[src/rtl/ilp_pkg.sv]
package ilp_pkg;
  typedef enum logic [2:0] {
    CLS_I32  = 3'd0,
    CLS_C16  = 3'd1,
    CLS_P48  = 3'd2,
    CLS_P64  = 3'd3,
    CLS_VBLK = 3'd4
  } ilp_cls_e;

  localparam int PFX_W = 5;
  localparam int PAY_W = 11;
  localparam int LEN_W = 4;
endpackage

[src/rtl/ilp_classify.sv]
module ilp_classify
  import ilp_pkg::*;
(
  input  logic [15:0]      hword_i,
  input  logic             esc_en_i,
  output ilp_cls_e         cls_o,
  output logic [LEN_W-1:0] len_o,
  output logic [LEN_W-1:0] need_o,
  output logic [PAY_W-1:0] payload_o
);
  logic [PFX_W-1:0] pfx;
  assign pfx = hword_i[15:16-PFX_W];

  always_comb begin
    cls_o     = CLS_I32;
    len_o     = LEN_W'(4);
    need_o    = LEN_W'(4);
    payload_o = '0;
    if (esc_en_i && pfx[4:2] == 3'b000) begin
      payload_o = hword_i[PAY_W-1:0];
      unique case (pfx[1:0])
        2'b00: begin cls_o = CLS_C16;  len_o = LEN_W'(2); need_o = LEN_W'(2); end
        2'b01: begin cls_o = CLS_P48;  len_o = LEN_W'(6); need_o = LEN_W'(6); end
        2'b10: begin cls_o = CLS_P64;  len_o = LEN_W'(8); need_o = LEN_W'(8); end
        default: begin cls_o = CLS_VBLK; len_o = '0; need_o = LEN_W'(2); end
      endcase
    end
  end

  // only even lengths up to 8 exist
  always_comb begin
    a_r5_len_legal: assert (len_o inside {4'd0, 4'd2, 4'd4, 4'd6, 4'd8});
  end
endmodule

[src/rtl/ilp_gate.sv]
module ilp_gate
  import ilp_pkg::*;
#(
  parameter int CNT_W = 4
) (
  input  ilp_cls_e         cls_i,
  input  logic [LEN_W-1:0] len_i,
  input  logic [LEN_W-1:0] need_i,
  input  logic [PAY_W-1:0] payload_i,
  input  logic [CNT_W-1:0] vld_cnt_i,
  input  logic             le_mode_i,
  output logic             inst_vld_o,
  output logic             vblk_o,
  output logic             illegal_o,
  output ilp_cls_e         cls_o,
  output logic [LEN_W-1:0] len_o,
  output logic [PAY_W-1:0] payload_o
);
  logic enough;
  assign enough     = int'(vld_cnt_i) >= int'(need_i);
  assign illegal_o  = le_mode_i;
  assign inst_vld_o = !le_mode_i && enough;
  assign vblk_o     = inst_vld_o && (cls_i == CLS_VBLK);
  assign cls_o      = inst_vld_o ? cls_i : CLS_I32;
  assign len_o      = inst_vld_o ? len_i : '0;
  assign payload_o  = inst_vld_o ? payload_i : '0;

  // an illegal mode never coexists with a decode
  always_comb begin
    a_r10_exclusive: assert (!(illegal_o && (inst_vld_o || vblk_o)));
  end
endmodule

[src/rtl/ilp_offset.sv]
module ilp_offset
  import ilp_pkg::*;
#(
  parameter int OFS_W = 16,
  parameter int EXT_W = 8
) (
  input  logic             clk_i,
  input  logic             rst_ni,
  input  logic             inst_vld_i,
  input  logic             vblk_i,
  input  logic [LEN_W-1:0] len_i,
  input  logic             ext_vld_i,
  input  logic [EXT_W-1:0] ext_len_i,
  output logic [OFS_W-1:0] offset_o
);
  logic [OFS_W-1:0] offset_q, step;

  always_comb begin
    step = '0;
    if (inst_vld_i) begin
      if (!vblk_i)        step = OFS_W'(len_i);
      else if (ext_vld_i) step = OFS_W'(ext_len_i);
    end
  end

  always_ff @(posedge clk_i or negedge rst_ni) begin
    if (!rst_ni) offset_q <= '0;
    else         offset_q <= offset_q + step;
  end

  assign offset_o = offset_q;

  a_r7_hold_idle: assert property (@(posedge clk_i) disable iff (!rst_ni)
    !inst_vld_i |=> $stable(offset_q));
  a_r9_vblk_wait: assert property (@(posedge clk_i) disable iff (!rst_ni)
    (vblk_i && !ext_vld_i) |=> $stable(offset_q));
  a_r8_advance: assert property (@(posedge clk_i) disable iff (!rst_ni)
    (inst_vld_i && !vblk_i) |=> (offset_q - $past(offset_q)) == OFS_W'($past(len_i)));
endmodule

[src/rtl/ilp_top.sv]
module ilp_top
  import ilp_pkg::*;
#(
  parameter int WIN_BYTES = 8,
  parameter int OFS_W     = 16,
  parameter int EXT_W     = 8,
  localparam int CNT_W    = $clog2(WIN_BYTES + 1)
) (
  input  logic             clk_i,
  input  logic             rst_ni,
  input  logic [15:0]      head_i,
  input  logic [CNT_W-1:0] vld_cnt_i,
  input  logic             esc_en_i,
  input  logic             le_mode_i,
  input  logic             ext_len_vld_i,
  input  logic [EXT_W-1:0] ext_len_i,
  output logic             inst_vld_o,
  output logic [2:0]       cls_o,
  output logic [3:0]       byte_len_o,
  output logic [10:0]      payload_o,
  output logic             vblk_o,
  output logic             illegal_o,
  output logic [OFS_W-1:0] offset_o
);
  ilp_cls_e         raw_cls, gate_cls;
  logic [LEN_W-1:0] raw_len, raw_need, gate_len;
  logic [PAY_W-1:0] raw_pay, gate_pay;
  logic             vld, vblk;

  ilp_classify u_classify (
    .hword_i   (head_i),
    .esc_en_i  (esc_en_i),
    .cls_o     (raw_cls),
    .len_o     (raw_len),
    .need_o    (raw_need),
    .payload_o (raw_pay)
  );

  ilp_gate #(.CNT_W(CNT_W)) u_gate (
    .cls_i      (raw_cls),
    .len_i      (raw_len),
    .need_i     (raw_need),
    .payload_i  (raw_pay),
    .vld_cnt_i  (vld_cnt_i),
    .le_mode_i  (le_mode_i),
    .inst_vld_o (vld),
    .vblk_o     (vblk),
    .illegal_o  (illegal_o),
    .cls_o      (gate_cls),
    .len_o      (gate_len),
    .payload_o  (gate_pay)
  );

  ilp_offset #(.OFS_W(OFS_W), .EXT_W(EXT_W)) u_offset (
    .clk_i      (clk_i),
    .rst_ni     (rst_ni),
    .inst_vld_i (vld),
    .vblk_i     (vblk),
    .len_i      (gate_len),
    .ext_vld_i  (ext_len_vld_i),
    .ext_len_i  (ext_len_i),
    .offset_o   (offset_o)
  );

  assign inst_vld_o = vld;
  assign vblk_o     = vblk;
  assign cls_o      = gate_cls;
  assign byte_len_o = gate_len;
  assign payload_o  = gate_pay;

  a_r7_len_fits: assert property (@(posedge clk_i) disable iff (!rst_ni)
    inst_vld_o |-> int'(byte_len_o) <= int'(vld_cnt_i));
  a_r10_le_quiet: assert property (@(posedge clk_i) disable iff (!rst_ni)
    le_mode_i |=> $stable(offset_o));
endmodule

[config.mk]
export PLATFORM = sky130hd
export DESIGN_NAME = ilp_top
export DESIGN_NICKNAME = d
export VERILOG_FILES = /design/src/rtl/ilp_pkg.sv /design/src/rtl/ilp_classify.sv /design/src/rtl/ilp_gate.sv /design/src/rtl/ilp_offset.sv /design/src/rtl/ilp_top.sv
export SDC_FILE = /design/constraint.sdc
export NUM_CORES = 1
export LEC_CHECK = 0
export BUFFER_PORTS_ARGS = -buffer_cell sky130_fd_sc_hd__buf_2
export CORE_MARGIN = 4
export CORE_UTILIZATION = 45
export CTS_BUF_LIST = sky130_fd_sc_hd__clkbuf_8
export DETAILED_ROUTE_END_ITERATION = 10
export GPL_ROUTABILITY_DRIVEN = 0
export HOLD_SLACK_MARGIN = 0.15
export MAX_ROUTING_LAYER = met4
export PLACE_DENSITY = 0.83
export SLEW_MARGIN = 5
export SYNTH_ARGS = -nofsm -noshare
export SYNTH_HDL_FRONTEND = slang
export SYNTH_HIERARCHICAL = 1
export SYNTH_SLANG_ARGS = --single-unit
export TNS_END_PERCENT = 1
[constraint.sdc]
create_clock -name clk_i -period 5.5 [get_ports clk_i]
set_input_delay 0.275 -clock clk_i [delete_from_list [all_inputs] [get_ports clk_i]]
set_output_delay 0.275 -clock clk_i [all_outputs]
set_load 0.02 [all_outputs]
==> summary.md, run 1 <==
| Metric | Value |
|---|---|
| GRT Util Overall | `16.71%` |
| Clock Pin Slew Worst Setup and Hold Paths | `around 0.060 ns` |
| Setup WS post-layout | `around 1.1 ns` |
| Wire per inst | `13.91 um` |
| Starting Density | `between 40% and 50%` |
| Fin. max-slew vios | `0` |
| CTS tree | `yes` |
| Area Growth Syn to Fin | `20.25%` |
| CTS H-tree lvls | `1` |
| EDFF count, synth | `0` |
| Peak supply drop | `around 0.18 mV` |
| Critical path's slowest cell | `nor4b_4` |
| Skew-Pair Late Insertion Delay | `0.25 ns` |
| CTS max path bufs | `2` |
| Post-DP HPWL | `about 3400 um` |
| Site Rows | `22` |
| Clock Power Share | `22.2%` |
| # hold bufs at CTS | `1` |
| Initial antenna violation count | `0` |
| Seq/Total Area, Yosys | `21.96%` |
| Critical path origin | `head_i[14]` |
| Most common cell in the synthesized netlist | `and2_1` |
| CP arrival | `approximately 4.6 ns` |
| Max Cap Viol | `0` |
| TritonCTS buffer count | `3` |
| Via density | `between 5 and 6` |
| Drc violations | `0` |
| Ys async rst share | `between 90% and 100%` |
| Post-synthesis cell area | `roughly 1800 um^2` |
| Final #Nets | `between 300 and 400` |
| Area of the core | `roughly 3800 um^2` |
| Mapped Cells | `roughly 190` |
| PortBufs | `68` |
| Hold Path Class | `in2async` |
| Psw | `157.4 uW` |
| First-pass GRT wire length | `about 6800 um` |
| YS warnings | `6` |
| Comb power frac | `between 40% and 50%` |
| Multi-input gate area | `between 1000 and 1500 um^2` |
| CP Buf/Inv Count | `3` |
| Synth area leader | `dfrtp_1` |
| Hold Fails Final Rpt | `0` |
| CTS resizes | `0` |
| Via Count | `1581` |
| Period utilization | `79.26%` |
| Synth top area share | `21.96%` |
| Synth Register Bits | `16` |
| Rel. slew slack | `56.30%` |
| Crit. End Element | `flip-flop` |
| Maximum clock frequency | `229.4 MHz` |
| Routed Antenna Nets | `0` |
| Sequential Area | `between 400 and 500 um^2` |
| Die W | `71.65 um` |
| Setup TNS | `0 ns` |
| Sequential power share | `a little under two fifths` |
| Largest net degree at the start of global routing | `21` |
| Worst Path Class, Setup | `in2reg` |
| Share of layout cells above drive strength 1 | `41.27%` |
| Syn_area_per_cell | `~9.7 um^2` |
| First-pass DRT Iterations | `4` |
| Drt initial violations | `between 60 and 70` |
| Max incr delay on CP | `~0.62 ns` |
| Launching point of the worst reg2reg path | `u_offset/offset_o[0]$_DFF_PN0_` |
| Dominant synthesized flop cell | `dfrtp_1` |
| Vias in the first global route | `around 1500` |
| Outcome | `complete, no violations` |
| Crit start category | `input pin` |
| Clock skew | `between 0.003 and 0.004 ns` |
| Worst EP required | `roughly 5.7 ns` |
| Setup violators final | `0` |
| P_leak | `between 0.001 and 0.0015 uW` |
| Fillers | `349` |
| Crit-path leading delay family | `simple AND/OR/NAND/NOR gates` |
| Final min period | `about 4.4 ns` |
| Die area | `about 5000 um^2` |
| Clock sinks | `16` |
| Largest register FFs | `16` |
| Die Y | `between 70 and 80 um` |
| CP Cell Sequence | `buf_2, nor4b_4, nand2b_1, inv_1, ha_1, nor3_1, or3_4, nor3_2, nand3_1, a21boi_0, ha_1, inv_1, fa_1, and2b_1, o2111ai_2, a2111o_1, nand3_1` |
| RSZ-0062 raised after global routing | `no` |
| Total Wirelength | `around 4200 um` |
| CTS root buffer | `clkbuf_8` |
| Switching Share | `between 30 and 40%` |
| Congestion Overflow GR | `0` |
| Yosys cell types | `50` |
| Most area-consuming cells after synthesis | `dfrtp_1, nor3b_2, ha_1, and2_1, xnor2_1` |
| # IOs | `70` |
| Post-place setup slack | `~0.94 ns` |
| Crit Path Max Fanout | `20` |
| Number of setup buffers added after CTS | `0` |
| Antenna diodes | `0` |
| Least-Margin Pin Slew | `0.6528 ns` |
| P_int | `around 250 uW` |
| Post-synth top cells | `and2_1, nor3b_2, ha_1` |
| Power per cell area | `roughly 180 nW/um^2` |
## path summary, 6_finish.rpt
kind	cells past startpoint	end	slack, ns
min in group clk_i	1	u_offset/offset_o[15]$_DFF_PN0_	0.47
max in group asynchronous	2	u_offset/offset_o[3]$_DFF_PN0_	4.78
min	2	u_offset/offset_o[13]$_DFF_PN0_	0.46
max reg2reg	7	u_offset/offset_o[10]$_DFF_PN0_	3.42
max	17	u_offset/offset_o[10]$_DFF_PN0_	1.14
min reg2reg	1	u_offset/offset_o[15]$_DFF_PN0_	0.47
## cell usage in the layout, fill, tap and decap left out, drive strengths merged, types with 6 or more instances in the layout
cell,n
buf,69
xnor2,8
and2,19
nor3b,20
ha,17
dfrtp,16
nand2b,6
nor2,8
nand3,10
inv,13
nand2,7
## per-stage QoR
| step | cell area [um^2] | power [uW] | std cells | util [%] | hold slack (ns) |
|---|---|---|---|---|---|
| finish | 2192 | 404.5 | 300 | 57.71 | 0.4585 |
| global route | 2192 | 434.6 | 300 | 57.71 | 0.4935 |
| floorplan | 1827 | 264.6 | 189 | - | -0.02059 |
| CTS | 2192 | 409.2 | 300 | 57.71 | 0.4667 |
| global placement | 2141 | 312.1 | 296 | 56.36 | 0.2096 |
| detailed placement | 2141 | 313.8 | 296 | 56.36 | 0.2076 |
## layout make-up
class / instances / area share (%)
multi-input combinational: 150 / 58.56
clock buffer: 3 / 1.884
timing repair buffer: 70 / 16.32
tap: 48 / 2.740
inverter: 13 / 2.226
sequential: 16 / 18.26
## logic make-up (layout without fill, tap and decap cells)
logic type / Yosys count / after routing / synth area share, %
AO/OA/AOI/OAI: 30 / 30 / 15.31
XOR/XNOR: 11 / 11 / 5.285
adder cells (fa/ha/maj): 18 / 18 / 12.77
buffers and inverters: 23 / 86 / 7.824
flip-flops: 16 / 16 / 21.96
other: 1 / 2 / 0.2057
AND/OR/NAND/NOR: 89 / 89 / 36.65
## worst reg2reg max path, stage by stage, from the launching register on
cell       delay [ns]
dfrtp_1          0.35
ha_1             0.24
inv_1            0.08
fa_1             0.41
and2b_1          0.25
o2111ai_2        0.19
a2111o_1         0.42
nand3_1          0.08
## routing by layer
layer	vias to the layer above	share of wire, %	GRT usage (%)
met5	-	0	-
met3	3	5.8	2.384
met1	747	44	20.85
met2	42	50	28.16
met4	0	0.86	4.384
li1	789	-	-
## power by group through the flow
| stage | sequential, uW | combinational (uW) | clock [uW] |
|---|---|---|---|
| floorplan | 177 | 87.7 | 0 |
| global placement | 152 | 160 | 0 |
| detailed placement | 154 | 160 | 0 |
| CTS | 151 | 165 | 93.0 |
| global route | 154 | 181 | 99.6 |
| finish | 151 | 164 | 89.8 |
Note: power is estimated with default switching activity, not from simulation.
==> inputs of run 2 (changes only) <==
--- a/config.mk
+++ b/config.mk
@@ -5,6 +5,7 @@
 export SDC_FILE = /design/constraint.sdc
 export NUM_CORES = 1
 export LEC_CHECK = 0
+export ABC_AREA = 1
 export BUFFER_PORTS_ARGS = -buffer_cell sky130_fd_sc_hd__buf_2
 export CORE_MARGIN = 4
 export CORE_UTILIZATION = 45
@@ -13,7 +14,7 @@
 export GPL_ROUTABILITY_DRIVEN = 0
 export HOLD_SLACK_MARGIN = 0.15
 export MAX_ROUTING_LAYER = met4
-export PLACE_DENSITY = 0.83
+export PLACE_DENSITY = 0.87
 export SLEW_MARGIN = 5
 export SYNTH_ARGS = -nofsm -noshare
 export SYNTH_HDL_FRONTEND = slang
==> constraint.sdc (replaced) <==
create_clock -name clk_i -period 4 [get_ports clk_i]
set_input_delay 0.2 -clock clk_i [delete_from_list [all_inputs] [get_ports clk_i]]
set_output_delay 0.2 -clock clk_i [all_outputs]
set_load 0.02 [all_outputs]
==> summary.md, run 2 <==
| Metric | Value |
|---|---|
| Outcome | `complete, no violations (unchanged)` |
| Placed insts | `390 (was 296)` |
| Ys async rst share | `100.0% (unchanged)` |
| EDFF count, synth | `0 (unchanged)` |
| Site Rows | `22 (unchanged)` |
| Post-synthesis cell area | `1790 um^2 (was 1823 um^2)` |
| Antenna diodes | `0 (unchanged)` |
| Most used cell, CP | `nand2_1` |
| Hold Path Class | `in2reg (was in2async)` |
| Most frequent cells in the layout | `inv_1, buf_2, nand2_1 (was buf_2, and2_1, nor3b_2)` |
| Initial antenna violation count | `0 (unchanged)` |
| Hold wc startpoint | `ext_len_i[0]` |
| Die W | `71.08 um (was 71.65 um)` |
| Maximum clock frequency | `~300 MHz` |
| Clock Power Share | `25.3% (was 22.2%)` |
| Routed Antenna Nets | `0 (unchanged)` |
| Final std cells w/o fill | `395 (was 300)` |
| P_leak | `0.001399 uW (was 0.001127 uW)` |
| Worst R2R End | `u_offset/offset_o[12]$_DFF_PN0_ (was u_offset/offset_o[10]$_DFF_PN0_)` |
| Fin. max-slew vios | `0 (unchanged)` |
| Share of layout cells above drive strength 1 | `29.68% (was 41.27%)` |
| Comb power frac | `38.7% (was 40.5%)` |
| Drc violations | `0 (unchanged)` |
| # IOs | `70 (unchanged)` |
| Critical path's slowest cell | `fa_1 (was nor4b_4)` |
| Mapped Cells | `280 (was 188)` |
| TritonCTS buffer count | `3 (unchanged)` |
| WHS Path Cells | `3` |
| Crit start category | `input pin (unchanged)` |
| Clock skew | `0.002476 ns (was 0.003775 ns)` |
| Number of setup buffers added after CTS | `0 (unchanged)` |
| Dominant synthesized flop cell | `dfrtp_1 (unchanged)` |
| Launching point of the worst reg2reg path | `u_offset/offset_o[0]$_DFF_PN0_ (unchanged)` |
| Worst Path Class, Setup | `in2reg (unchanged)` |
| CTS root buffer | `clkbuf_8 (unchanged)` |
| Worst EP required | `4.15 ns (was 5.69 ns)` |
| Peak supply drop | `0.1576 mV (was 0.1809 mV)` |
| Most common cell in the synthesized netlist | `inv_1 (was and2_1)` |
| Via Count | `1802 (was 1581)` |
| Synth Register Bits | `16 (unchanged)` |
| RSZ-0062 raised after global routing | `no (unchanged)` |
| Crit. End Element | `flip-flop (unchanged)` |
| Via density | `4.562 (was 5.270)` |
| Clock Pin Slew Worst Setup and Hold Paths | `0.07 ns (was 0.06 ns)` |
| Setup slack, reg-to-reg | `2.27 ns (was 3.42 ns)` |
| Area of the core | `3744 um^2 (was 3799 um^2)` |
| Final min period | `3.259 ns` |
| P_int | `359.7 uW (was 247.1 uW)` |
| Max Cap Viol | `0 (unchanged)` |
| CTS H-tree lvls | `1 (unchanged)` |
| CTS tree | `yes (unchanged)` |
| Cells on worst reg2reg path | `11 (was 7)` |
| Synth area leader | `dfrtp_1 (unchanged)` |
| Post-synth top cells | `inv_1, nand2_1, nor2_1 (was and2_1, nor3b_2, ha_1)` |
| Vias in the first global route | `1665 (was 1462)` |
| First-pass DRT Iterations | `4 (unchanged)` |
| First-pass GRT wire length | `6893 um (was 6824 um)` |
| Hold EP | `u_offset/offset_o[0]$_DFF_PN0_` |
| Starting Density | `47.83% (was 47.99%)` |
| Hold Fails Final Rpt | `0 (unchanged)` |
| Sequential Area | `400.4 um^2 (unchanged)` |
| Most common cell after layout, fill and taps aside | `inv_1 (was buf_2)` |
| Crit Path Max Fanout | `17 (was 20)` |
| Largest register FFs | `16 (unchanged)` |
| CTS max path bufs | `2 (unchanged)` |
| Clock sinks | `16 (unchanged)` |
| Yosys cell types | `28 (was 50)` |
| Multi-input gate area | `1037 um^2 (was 1284 um^2)` |
| Post-route core utilization | `58.66% (was 57.71%)` |
| Die area | `5052 um^2 (was 5134 um^2)` |
| Wire per inst | `10.38 um (was 13.91 um)` |
| Psw | `224.9 uW (was 157.4 uW)` |
| CP arrival | `3.41 ns (was 4.55 ns)` |
| PortBufs | `68 (unchanged)` |
| Power per cell area | `266.2 nW/um^2 (was 184.5 nW/um^2)` |
| Final #Nets | `399 (was 305)` |
| Skew-Pair Late Insertion Delay | `0.25 ns (about the same)` |
| Fillers | `359 (was 349)` |
| Max incr delay on CP | `0.39 ns (was 0.62 ns)` |
| Setup violators final | `0 (unchanged)` |
| Synth top area share | `22.36% (was 21.96%)` |
| Post-route cell area | `2196 um^2 (was 2192 um^2)` |
| Period utilization | `81.48%` |
| Largest net degree at the start of global routing | `18 (was 21)` |
| Area Growth Syn to Fin | `22.64% (was 20.25%)` |
| GRT Util Overall | `16.82% (was 16.71%)` |
| Switching Share | `38.47% (was 38.91%)` |
| Post-DP Area | `2131 um^2 (was 2141 um^2)` |
| Sequential power share | `36.1% (was 37.3%)` |
| Most area-consuming cells after synthesis | `dfrtp_1, inv_1, nand2_1, ha_1, nor2_1 (was dfrtp_1, nor3b_2, ha_1, and2_1, xnor2_1)` |
| Congestion Overflow GR | `0 (unchanged)` |
| Seq/Total Area, Yosys | `22.36% (was 21.96%)` |
| Setup TNS | `0 ns (unchanged)` |
| Drt initial violations | `122 (was 67)` |
| YS warnings | `6 (unchanged)` |
| Die Y | `71.08 um (was 71.65 um)` |
| Syn_area_per_cell | `6.395 um^2 (was 9.697 um^2)` |
| Total Wirelength | `4099 um (was 4173 um)` |
| Post-DP HPWL | `3390 um (was 3384 um)` |
## run 2: changes by cell type in the layout (fill, tap and decap cells not counted), sizes merged, moves of 4 or more
cell,before,now
and2,19,0
and3,5,0
inv,13,75
nand2,7,65
nand2b,6,0
nand3,10,15
nor2,8,55
nor3b,20,0
o31ai,4,0
xnor2,8,1
## run 2: power groups by stage
stage	combinational, uW	sequential, uW	clock, uW
global placement	222	213	0
CTS	226	213	153
detailed placement	223	216	0
finish	226	211	148
floorplan	116	249	0
global route	251	215	159
## run 2: area by class of cell
type | count | share of cell area (%)
multi-input cells | 181 | 47.24
flip-flops and latches | 16 | 18.23
repair buffers | 70 | 16.30
inverters | 76 | 12.99
well taps | 48 | 2.735
clock buffers | 4 | 2.507
## run 2: timing repair
| action | CTS | global route |
|---|---|---|
| hold buffers | 1 | 0 |
| endpoints found under the hold margin | 16 | 0 |
| gates resized for setup | 0 | 0 |
| endpoints found under the setup margin | 0 | 0 |
## run 2: how the worst max path moves through the flow
stage	from	endpoint	slack [ns]	cells past startpoint
after floorplan	head_i[11]	u_offset/offset_o[12]$_DFF_PN0_	0.67	28
after global placement	head_i[14]	u_offset/offset_o[12]$_DFF_PN0_	0.70	26
after detailed placement	head_i[14]	u_offset/offset_o[12]$_DFF_PN0_	0.55	26
after CTS	head_i[14]	u_offset/offset_o[12]$_DFF_PN0_	0.78	26
after global routing	head_i[15]	u_offset/offset_o[12]$_DFF_PN0_	0.41	26
final	head_i[14]	u_offset/offset_o[12]$_DFF_PN0_	0.74	26
## run 2: worst max-delay path, delay by kind of cell
kind / cells / cell delay, ns
AO/OA/AOI/OAI: 1 / 0.14
adder cells (fa/ha/maj): 3 / 0.85
buffers and inverters: 6 / 0.51
AND/OR/NAND/NOR: 16 / 1.69
## run 2: cells by family (layout without fill, tap and decap cells)
| group | Yosys count | after routing | synth area share (%) |
|---|---|---|---|
| and+or+nand+nor | 141 | 141 | 36.27 |
| DFF | 16 | 16 | 22.36 |
| adders and majority gates | 18 | 18 | 13.00 |
| AOI/OAI and AO/OA | 13 | 13 | 4.822 |
| xor gates and xnor gates | 7 | 7 | 3.424 |
| other | 1 | 2 | 0.2094 |
| buffers and inverters | 84 | 150 | 19.92 |
## run 2: through the flow
stage / hold WS [ns] / power, uW / setup slack [ns]
finish: 0.2807 / 584.6 / 0.7409
global route: 0.3004 / 625.2 / 0.4096
CTS: 0.2821 / 591.8 / 0.7811
detailed placement: 0.1416 / 438.4 / 0.5451
global placement: 0.1346 / 434.5 / 0.6991
floorplan: -0.09559 / 364.5 / 0.6729
## run 2: metal layers
metal / GRT usage (%) / wire [um] / share of wire, % / vias to the layer above
met5: - / 0 / 0 / -
li1: - / - / - / 947
met1: 20.64 / 1744 / 43 / 791
met3: 1.420 / 215 / 5.2 / 6
met4: 5.010 / 51 / 1.2 / 0
met2: 29.25 / 2087 / 51 / 58
